<file path="src/rtl/psd_pkg.sv">
package psd_pkg;

  typedef enum logic [1:0] {
    ST_HUNT = 2'd0,
    ST_LOCK = 2'd1,
    ST_IDLE = 2'd2
  } psd_state_e;

endpackage

</file>
<file path="src/rtl/psd_ref.sv">
// Local reference: predicts the next received bit for either pattern kind.
module psd_ref #(
  parameter int PAT_W = 32,
  localparam int LW = $clog2(PAT_W)
) (
  input  logic             clk,
  input  logic             rst_n,
  input  logic             cfg_prbs,
  input  logic [LW-1:0]    len_m1,
  input  logic [LW-1:0]    tap,
  input  logic [PAT_W-1:0] pat,
  input  logic             rx,
  input  logic             vld,
  input  logic             in_lock,
  input  logic             mism,
  output logic             pred
);

  logic [PAT_W-1:0] sr_q, sr_d, mask;
  logic [LW-1:0]    ph_q, ph_d, pidx;
  logic             fb, rpt_bit;

  for (genvar gi = 0; gi < PAT_W; gi++) begin : g_mask
    assign mask[gi] = (gi <= int'(len_m1));
  end

  always_comb begin
    fb      = sr_q[len_m1] ^ sr_q[tap];
    pidx    = (ph_q > len_m1) ? len_m1 : (len_m1 - ph_q);
    rpt_bit = pat[pidx];
    pred    = cfg_prbs ? fb : rpt_bit;
  end

  always_comb begin
    sr_d = sr_q;
    ph_d = ph_q;
    if (vld) begin
      // hunting seeds from the line, lock free-runs on the prediction
      sr_d = {sr_q[PAT_W-2:0], (in_lock ? fb : rx)} & mask;
      // a mismatch during hunt holds the phase: slips one rotation
      if (in_lock || !mism) begin
        if (ph_q >= len_m1) ph_d = '0;
        else                ph_d = ph_q + LW'(1);
      end
    end
  end

  always_ff @(posedge clk or negedge rst_n) begin
    if (!rst_n) begin
      sr_q <= '0;
      ph_q <= '0;
    end else if (vld) begin
      sr_q <= sr_d;
      ph_q <= ph_d;
    end
  end

endmodule

</file>
<file path="src/rtl/psd_win.sv">
// Hunt run counter and 48-bit lock window error counter.
module psd_win #(
  parameter int WIN_LEN   = 48,
  parameter int ERR_LIMIT = 10,
  localparam int CW = $clog2(WIN_LEN),
  localparam int EW = $clog2(WIN_LEN + 1)
) (
  input  logic clk,
  input  logic rst_n,
  input  logic clr,
  input  logic vld,
  input  logic in_lock,
  input  logic mism,
  output logic hunt_done,
  output logic win_fail
);

  logic [CW-1:0] cnt_q, cnt_d;
  logic [EW-1:0] err_q, err_d, err_tot;
  logic          last;

  always_comb begin
    last      = (cnt_q == CW'(WIN_LEN - 1));
    err_tot   = err_q + {{(EW-1){1'b0}}, mism};
    hunt_done = !in_lock && vld && !mism && last;
    win_fail  = in_lock && vld && last && (err_tot > EW'(ERR_LIMIT));
  end

  always_comb begin
    cnt_d = cnt_q;
    err_d = err_q;
    if (clr) begin
      cnt_d = '0;
      err_d = '0;
    end else if (vld) begin
      if (in_lock) begin
        cnt_d = last ? '0 : (cnt_q + CW'(1));
        err_d = last ? '0 : err_tot;
      end else begin
        cnt_d = mism ? '0 : (last ? cnt_q : (cnt_q + CW'(1)));
        err_d = '0;
      end
    end
  end

  always_ff @(posedge clk or negedge rst_n) begin
    if (!rst_n) begin
      cnt_q <= '0;
      err_q <= '0;
    end else if (clr || vld) begin
      cnt_q <= cnt_d;
      err_q <= err_d;
    end
  end

endmodule

</file>
<file path="src/rtl/psd_fsm.sv">
// Hunt / lock / wait control.
module psd_fsm
  import psd_pkg::*;
(
  input  logic       clk,
  input  logic       rst_n,
  input  logic       man_rise,
  input  logic       cfg_auto,
  input  logic       hunt_done,
  input  logic       win_fail,
  output psd_state_e state_q,
  output psd_state_e state_d,
  output logic       clr
);

  always_comb begin
    state_d = state_q;
    unique case (state_q)
      ST_HUNT: if (hunt_done) state_d = ST_LOCK;
      ST_LOCK: if (win_fail)  state_d = cfg_auto ? ST_HUNT : ST_IDLE;
      ST_IDLE: state_d = ST_IDLE;
      default: state_d = ST_HUNT;
    endcase
    if (man_rise) state_d = ST_HUNT;
    clr = man_rise || (state_d != state_q) || (state_q == ST_IDLE);
  end

  always_ff @(posedge clk or negedge rst_n) begin
    if (!rst_n) state_q <= ST_HUNT;
    else        state_q <= state_d;
  end

endmodule

</file>
<file path="src/rtl/pattern_sync_det.sv">
module pattern_sync_det
  import psd_pkg::*;
#(
  parameter int PAT_W     = 32,
  parameter int WIN_LEN   = 48,
  parameter int ERR_LIMIT = 10,
  localparam int LW = $clog2(PAT_W)
) (
  input  logic             clk,
  input  logic             rst_n,
  input  logic             cfg_prbs,
  input  logic [LW-1:0]    cfg_len_m1,
  input  logic [LW-1:0]    cfg_tap,
  input  logic [PAT_W-1:0] cfg_pat,
  input  logic             cfg_inv,
  input  logic             cfg_auto,
  input  logic             man_sync,
  input  logic             bit_in,
  input  logic             bit_vld,
  output logic             sync_o,
  output logic             bit_err_o,
  output logic             sync_chg_o
);

  psd_state_e state_q, state_d;
  logic rx, pred, mism, in_lock, man_q, man_rise;
  logic hunt_done, win_fail, clr;
  logic err_q, chg_q;

  always_comb begin
    rx       = bit_in ^ cfg_inv;
    mism     = rx ^ pred;
    in_lock  = (state_q == ST_LOCK);
    man_rise = man_sync && !man_q;
  end

  psd_ref #(.PAT_W(PAT_W)) u_ref (
    .clk     (clk),
    .rst_n   (rst_n),
    .cfg_prbs(cfg_prbs),
    .len_m1  (cfg_len_m1),
    .tap     (cfg_tap),
    .pat     (cfg_pat),
    .rx      (rx),
    .vld     (bit_vld),
    .in_lock (in_lock),
    .mism    (mism),
    .pred    (pred)
  );

  psd_win #(.WIN_LEN(WIN_LEN), .ERR_LIMIT(ERR_LIMIT)) u_win (
    .clk      (clk),
    .rst_n    (rst_n),
    .clr      (clr),
    .vld      (bit_vld),
    .in_lock  (in_lock),
    .mism     (mism),
    .hunt_done(hunt_done),
    .win_fail (win_fail)
  );

  psd_fsm u_fsm (
    .clk      (clk),
    .rst_n    (rst_n),
    .man_rise (man_rise),
    .cfg_auto (cfg_auto),
    .hunt_done(hunt_done),
    .win_fail (win_fail),
    .state_q  (state_q),
    .state_d  (state_d),
    .clr      (clr)
  );

  always_ff @(posedge clk or negedge rst_n) begin
    if (!rst_n) begin
      man_q <= 1'b0;
      err_q <= 1'b0;
      chg_q <= 1'b0;
    end else begin
      man_q <= man_sync;
      err_q <= in_lock && bit_vld && mism;
      chg_q <= (state_d == ST_LOCK) != in_lock;
    end
  end

  assign sync_o     = in_lock;
  assign bit_err_o  = err_q;
  assign sync_chg_o = chg_q;

endmodule

</file>
<file path="config.mk">
export PLATFORM = sky130hd
export DESIGN_NAME = pattern_sync_det
export DESIGN_NICKNAME = d
export VERILOG_FILES = /design/src/rtl/psd_pkg.sv /design/src/rtl/psd_ref.sv /design/src/rtl/psd_win.sv /design/src/rtl/psd_fsm.sv /design/src/rtl/pattern_sync_det.sv
export SDC_FILE = /design/constraint.sdc
export NUM_CORES = 1
export LEC_CHECK = 0
export BUFFER_PORTS_ARGS = -buffer_cell sky130_fd_sc_hd__clkbuf_2
export CAP_MARGIN = 20
export CORE_UTILIZATION = 49
export CTS_BUF_LIST = sky130_fd_sc_hd__clkbuf_8
export CTS_CLUSTER_SIZE = 12
export DETAILED_ROUTE_END_ITERATION = 12
export GPL_TIMING_DRIVEN = 0
export HOLD_SLACK_MARGIN = 0.02
export PLACE_DENSITY_LB_ADDON = 0.1
export SLEW_MARGIN = 15
export SYNTH_ARGS = -nofsm -noshare
export SYNTH_HDL_FRONTEND = slang
export SYNTH_HIERARCHICAL = 1
export SYNTH_SLANG_ARGS = --single-unit
</file>
<file path="constraint.sdc">
create_clock -name clk -period 9.4 [get_ports clk]
set_input_delay 0.47 -clock clk [delete_from_list [all_inputs] [get_ports clk]]
set_output_delay 0.47 -clock clk [all_outputs]
set_load 0.1 [all_outputs]
</file>
Yosys cells after proc, flatten, opt, wreduce, memory -nomap -nowiden
Cells that the tools add are included.
{"block": "op_classes", "add_sub_neg": 4, "n_lt_le_gt_ge": 37, "eq_ne": 7, "mux": 25, "bitwise_logic": 4, "n_reduce_logical": 20}
{"operator": "$le A5 B5 Y1 const A", "count": 16}
{"operator": "$mux W6", "count": 10}
{"operator": "$le A4 B5 Y1 const A", "count": 8}
{"operator": "$and A32 B32 Y32", "count": 1}
{"operator": "$le A3 B5 Y1 const A", "count": 4}
{"operator": "$lt A5 B6 Y1 const B", "count": 3}
{"operator": "$bmux W1 S5", "count": 3}
{"operator": "$le A2 B5 Y1 const A", "count": 2}
{"operator": "$mux W5", "count": 2}
{"operator": "$logic_and A1 B1 Y1", "count": 8}
{"operator": "$mux W2", "count": 4}
{"operator": "$add A6 B1 Y6", "count": 1}
{"operator": "$add A6 B1 Y6 const B", "count": 1}
{"operator": "$eq A6 B6 Y1 const B", "count": 1}
{"operator": "$gt A6 B4 Y1 const B", "count": 1}
{"operator": "$pmux W2 S3", "count": 1}
{"operator": "$add A5 B1 Y5 const B", "count": 1}
{"operator": "$ge A5 B5 Y1", "count": 1}
{"operator": "$gt A5 B5 Y1", "count": 1}
{"operator": "$le A1 B5 Y1 const A", "count": 1}
{"operator": "$mux W1", "count": 5}
{"operator": "$sub A5 B5 Y5", "count": 1}
{"operator": "$eq A2 B1 Y1 const B", "count": 2}
{"operator": "$logic_or A1 B1 Y1", "count": 4}
{"operator": "other kinds (10)", "count": 15}
{"block": "word_totals", "regBits": 54, "out_inout_bits": 3, "word_cells": 105}

Depth between registers and ports, before layout
{"block": "logic_depth", "ltp_word": 17, "mapped_depth": 27, "ltp_nobuf": 25}

Modules after synthesis
Netlist, hierarchy kept.
{"module": "psd_ref", "instances": 1, "cells_per_inst": 306, "area_each_um2": 2955.3, "seq_area_each_um2": 925.9}
{"module": "psd_win", "instances": 1, "cells_per_inst": 76, "area_each_um2": 748.2, "seq_area_each_um2": 300.3}
{"module": "pattern_sync_det", "instances": 1, "cells_per_inst": 10, "area_each_um2": 142.6, "seq_area_each_um2": 75.1}
{"module": "psd_fsm", "instances": 1, "cells_per_inst": 9, "area_each_um2": 101.3, "seq_area_each_um2": 50.0}

Worst setup path after synthesis
OpenSTA, ideal clock, no wires.
{"block": "synth_path", "kind": "input port to flip-flop", "start": "input port cfg_len_m1[0]", "end": "register u_win.cnt_q[3]", "setup_ns": 0.078, "arrival_time_ns": 5.817, "required_time_ns": 9.322, "setup_slack_ns": 3.506, "stages": 27, "path_buffers": 2, "cell_sequence": "buf_6 > inv_1 > ha_1 > inv_1 > fa_1 > and3_1 > a221o_1 > a311oi_4 > buf_6 > mux2i_1 > nand2_1 > o211ai_1 > a32oi_1 > o211a_1 > xor3_2 > ha_1 > ha_1 > nor2b_1 > a221oi_1 > a221o_1 > a2111oi_2 > a211oi_2 > o21ai_0 > nor3_1 > a31o_4 > or3_1 > a21oi_1"}
{"block": "synth_between", "elab_chain_len": 17}
{"item": "start, declared", "line": "pattern_sync_det.sv:12", "rtl": "input logic [LW-1:0] cfg_len_m1,"}
{"item": "$sub A5 B5 Y5 or $gt A5 B5 Y1 (tied branches)", "line": "psd_ref.sv:29", "rtl": "pidx = (ph_q > len_m1) ? len_m1 : (len_m1 - ph_q);"}
{"item": "$mux W5", "line": "psd_ref.sv:29"}
{"item": "$bmux W1 S5", "line": "psd_ref.sv:30", "rtl": "rpt_bit = pat[pidx];"}
{"item": "$mux W1 (implied by the code)", "line": "psd_ref.sv:30"}
{"item": "$mux W1 (*)", "line": "psd_ref.sv:31", "rtl": "pred = cfg_prbs ? fb : rpt_bit;"}
{"item": "named net pred", "line": "pattern_sync_det.sv:26", "rtl": "logic rx, pred, mism, in_lock, man_q, man_rise;"}
{"item": "$xor A1 B1 Y1 (*)", "line": "pattern_sync_det.sv:32", "rtl": "mism = rx ^ pred;"}
{"item": "named net mism", "line": "pattern_sync_det.sv:26"}
{"item": "[... 3 more ...]"}
{"item": "named net win_fail", "line": "pattern_sync_det.sv:27", "rtl": "logic hunt_done, win_fail, clr;"}
{"item": "$mux W2 (*)", "line": "psd_fsm.sv:20", "rtl": "ST_LOCK: if (win_fail) state_d = cfg_auto ? ST_HUNT : ST_IDLE;"}
{"item": "$pmux W2 S3 (*)", "line": "psd_fsm.sv:18", "rtl": "unique case (state_q)"}
{"item": "$mux W2 (*)", "line": "psd_fsm.sv:24", "rtl": "if (man_rise) state_d = ST_HUNT;"}
{"item": "$ne A2 B2 Y1 (*)", "line": "psd_fsm.sv:25", "rtl": "clr = man_rise || (state_d != state_q) || (state_q == ST_IDLE);"}
{"item": "$logic_or A1 B1 Y1 (*) (2 in series)", "line": "psd_fsm.sv:25"}
{"item": "named net clr", "line": "pattern_sync_det.sv:27"}
{"item": "$ne A4 B3 Y1 (no source line) (tied with other cells)"}
{"item": "$reduce_and A3 Y1 (no source line)"}
{"item": "end signal, assigned", "line": "psd_win.sv:51", "rtl": "cnt_q <= cnt_d;"}
{"item": "end, declared", "line": "psd_win.sv:18", "rtl": "logic [CW-1:0] cnt_q, cnt_d;"}
Mark *: on every way through the listed nets, which the timed path passes. The rest lies on a longest branch. The select of a mux whose other input is x is not followed.
A chain may end at the register's enable or synchronous reset.

Worst setup path in the final report
{"block": "layout_path", "start": "register u_ref.ph_q[0]", "end": "register u_win.cnt_q[3]"}
{"block": "layout_between", "elab_chain_len": 17}
{"item": "start, declared", "line": "psd_ref.sv:20", "rtl": "logic [LW-1:0] ph_q, ph_d, pidx;"}
{"item": "start signal, assigned", "line": "psd_ref.sv:54", "rtl": "ph_q <= ph_d;"}
{"item": "$sub A5 B5 Y5 or $gt A5 B5 Y1 (tied branches)", "line": "psd_ref.sv:29"}
{"item": "$mux W5 (*)", "line": "psd_ref.sv:29"}
{"item": "$bmux W1 S5 (*)", "line": "psd_ref.sv:30"}
{"item": "$mux W1 (implied by the code) (*)", "line": "psd_ref.sv:30"}
{"item": "$mux W1 (*)", "line": "psd_ref.sv:31"}
{"item": "named net pred", "line": "pattern_sync_det.sv:26"}
{"item": "$xor A1 B1 Y1 (*)", "line": "pattern_sync_det.sv:32"}
{"item": "named net mism", "line": "pattern_sync_det.sv:26"}
{"item": "[... 3 more ...]"}
{"item": "named net win_fail", "line": "pattern_sync_det.sv:27"}
{"item": "$mux W2 (*)", "line": "psd_fsm.sv:20"}
{"item": "$pmux W2 S3 (*)", "line": "psd_fsm.sv:18"}
{"item": "$mux W2 (*)", "line": "psd_fsm.sv:24"}
{"item": "$ne A2 B2 Y1 (*)", "line": "psd_fsm.sv:25"}
{"item": "$logic_or A1 B1 Y1 (*) (2 in series)", "line": "psd_fsm.sv:25"}
{"item": "named net clr", "line": "pattern_sync_det.sv:27"}
{"item": "$ne A4 B3 Y1 (no source line) (tied with other cells)"}
{"item": "$reduce_and A3 Y1 (no source line)"}
Marks and branches as above.

==> flow_summary.ini <==
[route]
drtIter0Drc = 301
antenna_left = 0
vias = 3360
viasPerCell = 5.989
drc = 0
wl_um = 9311
dr.pass1.iters = 5
wl_per_cell_um = 16.60

[timing]
period_needed_ns = 6.384
skew_ns = 0.005183
fmax_mhz = 156.6
fin_setup_tns_ns = 0
post-route-period-util_pct = 67.92
hold_violations = 0
slew_headroom_pct = 46.54
worst_pin_slew_ns = 0.8002
grt_setup_unrepaired = no
drv_slew = 0
setup_viol = 0

[power_and_ir_drop]
peakVddDrop_mv = 0.08759
total_power_mw = 0.6581
power_leakage_nw = 1.906
power_density_nw_per_um2 = 148.2

[critical_path]
start_kind = flip-flop
path_class = flip-flop to flip-flop
crit_required_ns = 9.61
worstPathMaxFanout = 10
ff2ff_path_depth = 25
end_kind = flip-flop
crit_arrival_ns = 6.60

[logic_synthesis]
synth_edf_count = 0
yosys.area.top_type = dfrtp_1
synth_area_per_cell_um2 = 9.844
yosys-top-cells-area = dfrtp_1 (34%), mux4_2 (8.0%), mux2i_1 (4.8%)
ys_ff_latch = 54
synth_flop_cell = dfrtp_1
yosys_warnings = 6
syn_area_um2 = 3948
async_flop_share_pct = 100.0
synth_top_area_share_pct = 34.23
yosysSeqAreaShare_pct = 34.23
synth_cells = 401
syn_nets = 461
synth_cell_types = 63

[die]
core_area_um2 = 7767
fp.dieH_um = 91.76
io_pins = 53
initial_core_util_pct = 50.82
core.rowCount = 32
die_x_um = 91.76
dieArea_um2 = 8419

[clock_tree]
numCtsBuffers = 5
clk_latency_ns = 0.30
cts_buffer_depth = 2
post_cts_buffers = 0
postCtsResizedCells = 0
hold_buffers = 0
cts_tree = built
cts.htree.levels = 2
cts_root_buf = clkbuf_8
path_clk_slew_ns = 0.09
cts_sinks = 54

[layout]
areaGrowthSynthToFinish_pct = 12.52
layout.core_utilization_pct = 57.18
insertedDiodeCount = 0
drive_gt1_share_pct = 22.44
fill_cells = 728
seq_area_um2 = 1351
multi_input_area_um2 = 2318
nNetsFinal = 518
finish.instance_area_um2 = 4442
layout_common_cells = dfrtp_1 (54), clkbuf_2 (48), inv_1 (42), o21ai_0 (28), nand2_1 (27)
layout_commonest_cell = dfrtp_1

[global_routing]
antenna_found_initial = 0
grt_pass1_vias = 3299
grt_util_all_layers_pct = 23.73
grt_max_degree = 55
grt_overflow = 0
grt_pass1_wl_um = 16010

[place]
placed_area_um2 = 4350
dp_hpwl_um = 6932
place.port_buffers = 49
gp_congestion = 0.8487

[job]
maxCapViolations = 0

[status]
status = complete, no violations

[worst_hold_path]
min_path_type = input port to asynchronous set/reset pin
## per-stage QoR
| step | worst slack, ns | hold WS, ns | std cells |
|---|---|---|---|
| after floorplan | 3.506 | 0.1744 | 401 |
| after global placement | 2.929 | 0.4684 | 552 |
| after detailed placement | 2.803 | 0.4827 | 553 |
| after CTS | 2.997 | 0.1838 | 561 |
| after global routing | 2.597 | 0.1837 | 561 |
| final | 3.016 | 0.1616 | 561 |
## synth_stat cells (2+ instances only)
library cell  instances
o2111ai_1             2
a211oi_1              2
o22ai_1              16
a21o_1                3
nand3b_1              2
o211ai_1              5
or4b_1                2
mux2_2                8
mux2i_1              19
ha_1                  9
mux4_1                6
a22o_2                2
nor3_1                5
a211oi_2              2
xnor2_1               5
nand3_1              19
a31oi_1               9
a21oi_1              18
nand2_1              27
dfrtp_1              54
nor2_1               12
buf_1                 3
xor2_1                2
buf_6                 3
or2_2                 4
o21a_1                2
buf_2                 3
nor3b_1               2
nor2b_1               9
a221o_1               2
o21ai_1               3
a221oi_1              2
nand2b_1              7
mux4_2               14
o31ai_1               3
clkbuf_1             13
or3_1                 4
o21ai_0              28
a22o_1                4
and3_1                3
inv_1                41
## kinds of logic (layout without fill, tap and decap cells)
family | count (synthesis) | after routing | share of synthesized area (%)
AOI/OAI and AO/OA | 111 | 111 | 19.08
DFF | 54 | 54 | 34.23
and+or+nand+nor | 106 | 106 | 14.45
xor gates and xnor gates | 8 | 8 | 2.187
buffers and inverters | 64 | 122 | 7.036
adders and majority gates | 10 | 10 | 3.360
muxes | 48 | 48 | 19.65
## cell type report
class | count | share of cell area, %
plain buffers | 23 | 2.789
well taps | 102 | 2.873
repair buffers | 50 | 6.197
clock inverters | 2 | 0.1972
inverters | 41 | 3.465
clock buffers | 6 | 1.859
flip-flops and latches | 54 | 30.42
multi-input cells | 283 | 52.20
## report_power, final
part	leakage, nW	switching (mW)	total, mW	internal (mW)
clock	0.0524	0.0728	0.131	0.0586
combinational	1.12	0.138	0.259	0.121
sequential	0.738	0.0183	0.268	0.249
## worst max-delay path: stages (launching register included)
cell,delay (ns)
dfrtp_1,0.45
ha_1,0.22
inv_1,0.06
fa_1,0.44
and3_1,0.16
a221o_1,0.29
a311oi_4,0.47
buf_6,0.23
mux2i_1,0.19
nand2_1,0.06
o211ai_1,0.10
a32oi_1,0.12
o211a_1,0.27
xor3_2,0.30
ha_1,0.29
ha_1,0.27
nor2b_1,0.13
a221oi_1,0.06
a221o_1,0.29
a2111oi_2,0.44
a211oi_2,0.14
o21ai_0,0.27
nor2_2,0.20
a31o_4,0.28
or3_1,0.35
a21oi_1,0.19
## path summary, 6_finish.rpt
path                       slack [ns]     startpoint        endpoint
min in group clk                 0.29       man_sync           man_q
setup / recovery                 3.02  u_ref/ph_q[0]  u_win/cnt_q[3]
setup reg to reg                 3.02  u_ref/ph_q[0]  u_win/cnt_q[3]
hold / removal                   0.16          rst_n   u_ref/ph_q[0]
hold reg to reg                  0.50  u_ref/ph_q[4]   u_ref/ph_q[4]
max in group asynchronous        8.98          rst_n  u_ref/sr_q[14]
## per-layer routing
metal  track usage [%]  vias to the layer above  share of wire (%)
met2             37.53                      121                 45
met1             33.93                     1623                 47
li1                  -                     1599                  -
met4             8.073                        0                1.7
met3             2.819                       17                6.3
met5                 0                        -                  0
## sequential cells by signal, summed over array words and instances (netlist names)
signal and count:
u_win/err_q 6, bit_err_o 1, u_fsm/state_q 2, u_ref/ph_q 5, u_ref/sr_q 32, man_q 1
sync_chg_o 1, u_win/cnt_q 6
(Power assumes the default switching activity.)
